===== src/rtl/ts_pid_filter.sv =====
module ts_pid_filter #(
  parameter int PKT_LEN = 188,
  parameter int TBL_N   = 16,
  parameter int PID_W   = 13,
  parameter int ERR_W   = 16
) (
  input  logic                     clk,
  input  logic                     rst_n,
  input  logic                     in_valid,
  input  logic                     in_sop,
  input  logic [7:0]               in_data,
  input  logic                     tbl_we,
  input  logic [$clog2(TBL_N)-1:0] tbl_addr,
  input  logic [PID_W-1:0]         tbl_pid,
  input  logic                     tbl_en,
  output logic                     out_valid,
  output logic                     out_sop,
  output logic                     out_eop,
  output logic [7:0]               out_data,
  output logic [PID_W-1:0]         out_pid,
  output logic                     out_pusi,
  output logic                     out_prio,
  output logic [1:0]               out_scr,
  output logic [1:0]               out_afc,
  output logic [3:0]               out_cc,
  output logic [ERR_W-1:0]         err_count
);
  localparam int CW = $clog2(PKT_LEN);
  localparam int MW = $clog2(2 * PKT_LEN);
  localparam logic [CW-1:0] LAST = CW'(PKT_LEN - 1);

  logic [7:0]       mem [2*PKT_LEN];
  logic [PID_W-1:0] t_pid [TBL_N];
  logic [TBL_N-1:0] t_en;

  logic          rx_act, wr_bank, play, rd_bank;
  logic [CW-1:0] wr_cnt, rd_cnt;
  logic [7:0]    h0, h1, h2, h3;

  logic [PID_W-1:0] p_pid;
  logic             p_pusi, p_prio;
  logic [1:0]       p_scr, p_afc;
  logic [3:0]       p_cc;

  wire              take  = in_valid && (in_sop || rx_act);
  wire [CW-1:0]     wi    = in_sop ? '0 : wr_cnt;
  wire              last  = take && !in_sop && (wr_cnt == LAST);
  wire [PID_W-1:0]  pid_w = PID_W'({h1[4:0], h2});
  wire [MW-1:0]     wa    = MW'(wi) + (wr_bank ? MW'(PKT_LEN) : MW'(0));
  wire [MW-1:0]     ra    = MW'(rd_cnt) + (rd_bank ? MW'(PKT_LEN) : MW'(0));

  logic hit;
  always_comb begin
    hit = 1'b0;
    for (int i = 0; i < TBL_N; i++)
      if (t_en[i] && t_pid[i] == pid_w) hit = 1'b1;
  end

  wire keep   = (h0 == 8'h47) && !h1[7] && (pid_w != '1) && hit;
  wire launch = last && keep;

  // PID table
  always_ff @(posedge clk) begin
    if (!rst_n) t_en <= '0;
    else if (tbl_we) t_en[tbl_addr] <= tbl_en;
  end

  always_ff @(posedge clk)
    if (tbl_we) t_pid[tbl_addr] <= tbl_pid;

  // packet store
  always_ff @(posedge clk) begin
    if (take) mem[wa] <= in_data;
    out_data <= mem[ra];
  end

  // receive side
  always_ff @(posedge clk) begin
    if (!rst_n) begin
      rx_act    <= 1'b0;
      wr_cnt    <= '0;
      wr_bank   <= 1'b0;
      err_count <= '0;
      h0 <= '0; h1 <= '0; h2 <= '0; h3 <= '0;
    end else if (take) begin
      if (in_sop) begin
        if (rx_act && err_count != '1) err_count <= err_count + 1'b1;
        rx_act <= 1'b1;
        wr_cnt <= CW'(1);
        h0     <= in_data;
      end else begin
        case (wr_cnt)
          CW'(1): h1 <= in_data;
          CW'(2): h2 <= in_data;
          CW'(3): h3 <= in_data;
          default: ;
        endcase
        if (last) begin
          rx_act <= 1'b0;
          wr_cnt <= '0;
          if (keep) wr_bank <= ~wr_bank;
        end else begin
          wr_cnt <= wr_cnt + 1'b1;
        end
      end
    end
  end

  // playout side
  always_ff @(posedge clk) begin
    if (!rst_n) begin
      play    <= 1'b0;
      rd_cnt  <= '0;
      rd_bank <= 1'b0;
      p_pid <= '0; p_pusi <= 1'b0; p_prio <= 1'b0;
      p_scr <= '0; p_afc <= '0; p_cc <= '0;
    end else if (launch) begin
      play    <= 1'b1;
      rd_cnt  <= '0;
      rd_bank <= wr_bank;
      p_pid   <= pid_w;
      p_pusi  <= h1[6];
      p_prio  <= h1[5];
      p_scr   <= h3[7:6];
      p_afc   <= h3[5:4];
      p_cc    <= h3[3:0];
    end else if (play) begin
      if (rd_cnt == LAST) play <= 1'b0;
      else rd_cnt <= rd_cnt + 1'b1;
    end
  end

  always_ff @(posedge clk) begin
    if (!rst_n) begin
      out_valid <= 1'b0;
      out_sop   <= 1'b0;
      out_eop   <= 1'b0;
      out_pid <= '0; out_pusi <= 1'b0; out_prio <= 1'b0;
      out_scr <= '0; out_afc <= '0; out_cc <= '0;
    end else begin
      out_valid <= play;
      out_sop   <= play && rd_cnt == '0;
      out_eop   <= play && rd_cnt == LAST;
      if (play && rd_cnt == '0) begin
        out_pid  <= p_pid;
        out_pusi <= p_pusi;
        out_prio <= p_prio;
        out_scr  <= p_scr;
        out_afc  <= p_afc;
        out_cc   <= p_cc;
      end
    end
  end

  AST_SOP_IS_SYNC: assert property (@(posedge clk) disable iff (!rst_n)
    out_sop |-> out_valid && out_data == 8'h47);
  AST_NO_NULL_OUT: assert property (@(posedge clk) disable iff (!rst_n)
    out_sop |-> out_pid != '1);
  AST_BURST_UNBROKEN: assert property (@(posedge clk) disable iff (!rst_n)
    out_valid && !out_eop |=> out_valid && !out_sop);
  AST_AFTER_EOP: assert property (@(posedge clk) disable iff (!rst_n)
    out_eop |=> !out_valid || out_sop);
  AST_HDR_STEADY: assert property (@(posedge clk) disable iff (!rst_n)
    out_valid && !out_eop |=> $stable(out_pid) && $stable(out_cc) && $stable(out_afc));
  AST_ERR_MONO: assert property (@(posedge clk) disable iff (!rst_n)
    err_count >= $past(err_count));
  AST_MARKS_QUIET: assert property (@(posedge clk) disable iff (!rst_n)
    !out_valid |-> !out_sop && !out_eop);
endmodule


===== config.mk =====
export PLATFORM = sky130hd
export DESIGN_NAME = ts_pid_filter
export DESIGN_NICKNAME = d
export VERILOG_FILES = /design/src/rtl/ts_pid_filter.sv
export SDC_FILE = /design/constraint.sdc
export NUM_CORES = 2
export LEC_CHECK = 0
export BUFFER_PORTS_ARGS = -buffer_cell sky130_fd_sc_hd__clkbuf_2
export CAP_MARGIN = 20
export CORE_MARGIN = 1
export CORE_UTILIZATION = 50
export CTS_BUF_LIST = sky130_fd_sc_hd__clkbuf_2 sky130_fd_sc_hd__clkbuf_4 sky130_fd_sc_hd__clkbuf_8
export CTS_CLUSTER_DIAMETER = 120
export DETAILED_ROUTE_END_ITERATION = 12
export GPL_ROUTABILITY_DRIVEN = 0
export PLACE_DENSITY = 0.65
export SYNTH_ARGS = -nofsm -noshare
export SYNTH_HDL_FRONTEND = slang
export SYNTH_SLANG_ARGS = --single-unit
export TNS_END_PERCENT = 30

===== constraint.sdc =====
create_clock -name clk -period 5.12 [get_ports clk]
set_input_delay 1.024 -clock clk [delete_from_list [all_inputs] [get_ports clk]]
set_output_delay 1.024 -clock clk [all_outputs]
set_load 0.01 [all_outputs]

# Word-level counts from Yosys, hierarchy flattened
# Memories as Yosys holds them, arrays and structs flattened. A register that Yosys moved wholly into a read port is not among the register bits.
# Index checks and enable logic that the tools add are counted.
[classes] add_sub_neg=5 n_lt_le_gt_ge=2 n_eq_ne=24 muxes=33 bitwise_logic=4 n_reduce_logical=41
[ops] cell="13-bit equality test" n=16
[ops] cell="8-bit two-way mux" n=5
[ops] cell="1-bit logical AND" n=27
[ops] cell="1-bit two-way mux" n=26
[ops] cell="8-bit by 8-bit adder with 9-bit output" n=2
[ops] cell="16-bit by 1-bit adder with 16-bit output, second input constant" n=1
[ops] cell="8-bit by 1-bit adder with 8-bit output, second input constant" n=2
[ops] cell="16-bit bitwise mux" n=1
[ops] cell="8-bit by 2-bit equality test with 1-bit output, second input constant" n=2
[ops] cell="8-bit equality test, second input constant" n=2
[ops] cell="16-bit inequality test, second input constant" n=1
[ops] cell="13-bit inequality test, second input constant" n=1
[ops] cell="3-bit AND reduction" n=4
[ops] cell="8-bit by 1-bit equality test with 1-bit output, second input constant" n=1
[ops] cell="8-bit by 7-bit equality test with 1-bit output, second input constant" n=1
[ops] cell="8-bit zero test" n=1
[ops] cell="2-bit AND reduction" n=3
[ops] cell="4-bit by 5-bit less-than comparator with 1-bit output, second input constant" n=1
[ops] cell="1-bit demux with 4-bit select" n=1
[ops] cell="4-bit by 1-bit >= comparator with 1-bit output, second input constant" n=1
[ops] cell="1-bit inverter" n=4
[ops] cell="4-bit AND reduction" n=1
[ops] cell="1-bit zero test" n=2
[ops] cell="2-bit nonzero test" n=1
[ops] cell="other kinds (2)" n=2
[totals] register_bits=133 ram_bits=3216 inputBits=31 out_inout_bits=50 mem_count=2
[memory_table] name="mem" depth=376 width=8 rd=1 rd_clocked_by_memory_dff=1 write_ports=1 line_no="32" rtl="logic [7:0] mem [2*PKT_LEN];"
[memory_table] name="t_pid" depth=16 width=13 rd=16 rd_clocked_by_memory_dff=0 write_ports=1 line_no="33" rtl="logic [PID_W-1:0] t_pid [TBL_N];"

# Depth between registers and ports, before layout
[logic_depth] ltp_word=21 ltp_mapped=13

# Least setup slack after synthesis
# Ideal clock, no wire load.
[synth_timing] kind="input to register" startpoint="input port in_sop" endpoint="memory mem[224][0] (enable)" setup_ps=370 t_arrival_ps=4013 path_slack_ps=737 cell_stages=12 path_cell_list="clkbuf_1 nor2b_1 ha_1 fa_1 a21o_1 a21oi_1 xor2_1 nor2b_1 clkbuf_1 nand3_1 clkbuf_1 nor2_1"
[synth_between] elab_chain_len=4
[synth_lines] item="start: declaration" line_no="10" rtl="input logic in_sop,"
[synth_lines] item="branches (longest 4 deep; another with 8-bit by 8-bit adder with 9-bit output)"
[synth_lines] item="end: declaration" line_no="32"
# Parallel ways; which one is timed is not known.

# Worst setup path in the final report
[layout_timing] startpoint="register rd_bank" endpoint="register out_data[4] (read register of mem)"
[layout_between] elab_chain_len=2
[layout_lines] item="start: declaration" line_no="36" rtl="logic rx_act, wr_bank, play, rd_bank;"
[layout_lines] item="start signal: assignment" line_no="120" rtl="rd_bank <= wr_bank;"
[layout_lines] item="8-bit two-way mux" line_no="50" rtl="wire [MW-1:0] ra = MW'(rd_cnt) + (rd_bank ? MW'(PKT_LEN) : MW'(0));"
[layout_lines] item="8-bit by 8-bit adder with 9-bit output" line_no="50"
[layout_lines] item="end: declaration" line_no="19" rtl="output logic [7:0] out_data,"
# Every way passes these cells.
# A chain may end at the register's enable or synchronous reset.

==> results.txt <==
Outcome: finished, final reports clean
Via Count: 71490
Die W: 516.7 um
Register area: 99400 um^2
Flops & latches, synth: 3357
Post-route insts no fill: 11740
Largest net degree at the start of global routing: 152
Final Util: 0.5718
Max incr delay on CP: 0.90 ns
DRC Markers: 0
Placed instance count: 10770
# fillers: 19720
Buffer depth of the longest clock path: 4
Drt total wl: 341100 um
Clock Skews: 0.09106 ns
PortBufs: 80
Buf/Inv on CP: 1
Hold Startpoint: in_valid
Critical path class: flop to flop
Commonest register cell after synthesis: edfxtp_1
Die height: 516.7 um
Remaining Overflow, GRT: 0
Startpoint Class: flop
Mapped Cells: 7140
H-tree depth: 6
Layout cell share with drive strength beyond 1: 0.2400
Total Die Area: 266900 um^2
Power density over the cells: 360.3 nW/um^2
Peak supply drop: 0.0003009 V
Cell Rows: 188
Post-Syn Nets: 7189
Register area share after synthesis: 0.7505
HP Class: primary input to flop
Critical-path cell list: ha_4, fa_4, buf_4, nand2_1, a21oi_1, o31ai_1, nand4_1, nor4_2
Post-route cell area: 150400 um^2
First-pass GRT wire length: 496600 um
CTS Hold Buffers Added: 0
Max FO, Critical Path: 37
TritonRoute pass-1 iters: 6
RR Startpoint: rd_bank
CTS tree: yes
CTS Buf Count: 541
Total GRT Usage: 0.2555
Clock root buffer: clkbuf_8
Vias in the first global route: 71670
DR WL/cell: 29.05 um
Clk sinks: 3357
Netlist Area Pre-Place: 132400 um^2
IO Pins: 81
Critical Path RT: 6.14 ns
Worst Max-Slew Pin Slew: 1.307 ns
Setup crit end kind: flop
Area of the multi-input gates: 30740 um^2
CP arrival: 5.95 ns
Layout area overhead: 13.54%
Clock latency on the worst-skew pair: 1.17 ns
Post-DP HPWL: 209400 um
CP startpoint: rd_bank
Post-synth EDFFs: 3216
Post-layout min period: 4.936 ns
Starting DRT DRC Count: 8581
Worst hold margin: 0.2699 ns
Total Neg Setup Slack: 0 ns
Ys Warns: 0
Pleak: 46.28 nW
Final hold violations: 0
Total core area: 263000 um^2
Count of pins over their slew limit: 0
DP Area: 139400 um^2
Via density: 6.088
ANT nets after route: 0
Synth async-reset ratio: 0
Worst slew margin: 0.1289
Initial core utilization: 0.5036
Initial antenna violation count: 14
Clock transition at the registers of the reported paths: 0.06 ns
Crit-path slowest cell: fa_4
Syn Area/Cell: 18.55 um^2
Nets@finish: 7864
CP top delay family: simple AND/OR/NAND/NOR gates
Max Fclk: 202.6 MHz
Period utilization: 0.9642
Final Setup Violations: 0
RSZ-0062 raised after global routing: no
Distinct cells, synth: 76
Max Cap Violations: 0
==> layer usage <==
| layer | up-vias | wire length, um | GRT usage |
|---|---|---|---|
| met5 | - | 13 | 0 |
| met4 | 2 | 10860 | 0.08453 |
| met3 | 566 | 31630 | 0.04887 |
| met2 | 3679 | 159000 | 0.3956 |
| met1 | 36840 | 139600 | 0.3662 |
| li1 | 30400 | - | - |
==> per-stage QoR <==
| step | setup slack (ns) | power, mW |
|---|---|---|
| 2_1_floorplan | 0.7367 | 30.84 |
| 3_3_place_gp | 0.1152 | 31.46 |
| 3_5_place_dp | 0.08963 | 31.49 |
| 4_1_cts | 0.04402 | 54.54 |
| 5_1_grt | 0.1276 | 55.69 |
| 6_report | 0.1835 | 54.18 |
==> layout make-up <==
type	instances	area share
diodes	8	0.0001331
clock buffers	694	0.05807
clock inverters	254	0.01406
inverters	13	0.0003411
multi-input cells	3329	0.2044
flip-flops and latches	3357	0.6610
well taps	3515	0.02925
repair buffers	573	0.03272
==> cells by family (layout without fill, tap and decap cells) <==
kind of cell / after synthesis / in the layout / share of synthesized area
fa+ha+maj: 18 / 18 / 0.001814
buf+inv: 454 / 1534 / 0.01895
mux: 1105 / 1105 / 0.1292
simple gates: 1157 / 1157 / 0.04036
flops: 3357 / 3357 / 0.7505
compound gates: 812 / 812 / 0.04346
other cells: 0 / 8 / 0
xor+xnor: 237 / 237 / 0.01573
==> report_power, final <==
part | leakage (nW) | total [mW] | switching [mW] | internal, mW
logic | 10.5 | 0.755 | 0.640 | 0.115
clock network | 5.71 | 23.3 | 10.7 | 12.5
registers | 30.0 | 30.2 | 0.0325 | 30.1
total | 46.3 | 54.2 | 11.4 | 42.8
==> synthesized netlist by cell type (6+ instances only) <==
master     instances  area share
a211o_1            7     0.00046
a211oi_1          53      0.0030
a21oi_1          152      0.0057
a221o_1           11     0.00083
a221oi_1          39      0.0026
a22o_1            15     0.00099
a22oi_1           80      0.0045
a31oi_1           15     0.00071
a32oi_1           12     0.00079
and2_1             6     0.00028
and3_1            57      0.0027
and4_1             7     0.00046
buf_1             15     0.00043
buf_2             97      0.0037
buf_4             97      0.0055
buf_6             40      0.0034
clkbuf_1         190      0.0054
dfxtp_1          141       0.021
edfxtp_1        3216        0.73
ha_1              16      0.0015
inv_1             11     0.00031
mux2i_1          620       0.047
mux4_2           483       0.082
nand2_1          171      0.0048
nand2b_1           8     0.00038
nand3_1          167      0.0063
nand4_1           75      0.0035
nor2_1           546       0.015
nor2b_1           14     0.00066
nor3_1            22     0.00083
nor4_1            32      0.0015
nor4_2             8     0.00076
nor4b_1           17      0.0011
o2111ai_1          8     0.00053
o211ai_1          31      0.0018
o21a_1            12     0.00068
o21ai_0           91      0.0034
o21bai_1           9     0.00051
o221ai_1         137      0.0091
o22ai_1           77      0.0036
o31ai_1           15     0.00085
or3_1             12     0.00057
xnor2_1          224       0.015
xor2_1            12     0.00079
==> sequential cells by signal (all words and copies together), names as in the netlist, 13 cells and up <==
signal,cells
mem,3008
t_pid,208
err_count,16
t_en,16
out_pid,13
p_pid,13
==> timing repair <==
| item | 4_1_cts | 5_1_grt |
|---|---|---|
| buffers inserted | 0 | 2 |
| endpoints found under the setup margin | 0 | 1 |
| hold endpoints to repair | 0 | 0 |
| resized for setup | 0 | 0 |
==> tightest hold or removal path, cell delays in order <==
cell	delay (ns)
clkbuf_2	0.13
nand2_1	0.07
a21oi_1	0.06
nor2_1	0.07
==> cell usage in the layout, fill, tap and decap left out, types with 15 or more instances in the layout <==
master     instances
a211oi_1          53
a21oi_1          152
a221oi_1          39
a22o_1            15
a22oi_1           80
a31oi_1           15
and3_1            57
buf_12            56
buf_4            432
bufinv_16         24
clkbuf_2          72
clkbuf_4         131
clkbuf_8         564
clkinv_1          99
clkinv_2          76
dfxtp_1          139
edfxtp_1        3216
ha_1              15
mux2i_1          620
mux4_2           483
nand2_1          157
nand3_1          163
nand4_1           75
nor2_1           541
nor3_1            18
nor4_1            32
o211ai_1          31
o21ai_0           91
o221ai_1         137
o22ai_1           77
o31ai_1           15
xnor2_1          223
==> final timing paths <==
| path | cells past startpoint | slack [ns] | end |
|---|---|---|---|
| hold / removal | 4 | 0.27 | rx_act |
| setup reg to reg | 8 | 0.18 | out_data[4] |
| hold reg to reg | 2 | 0.46 | h0[2] |
| setup / recovery | 8 | 0.18 | out_data[4] |
Power figures use the tool's default switching activity.
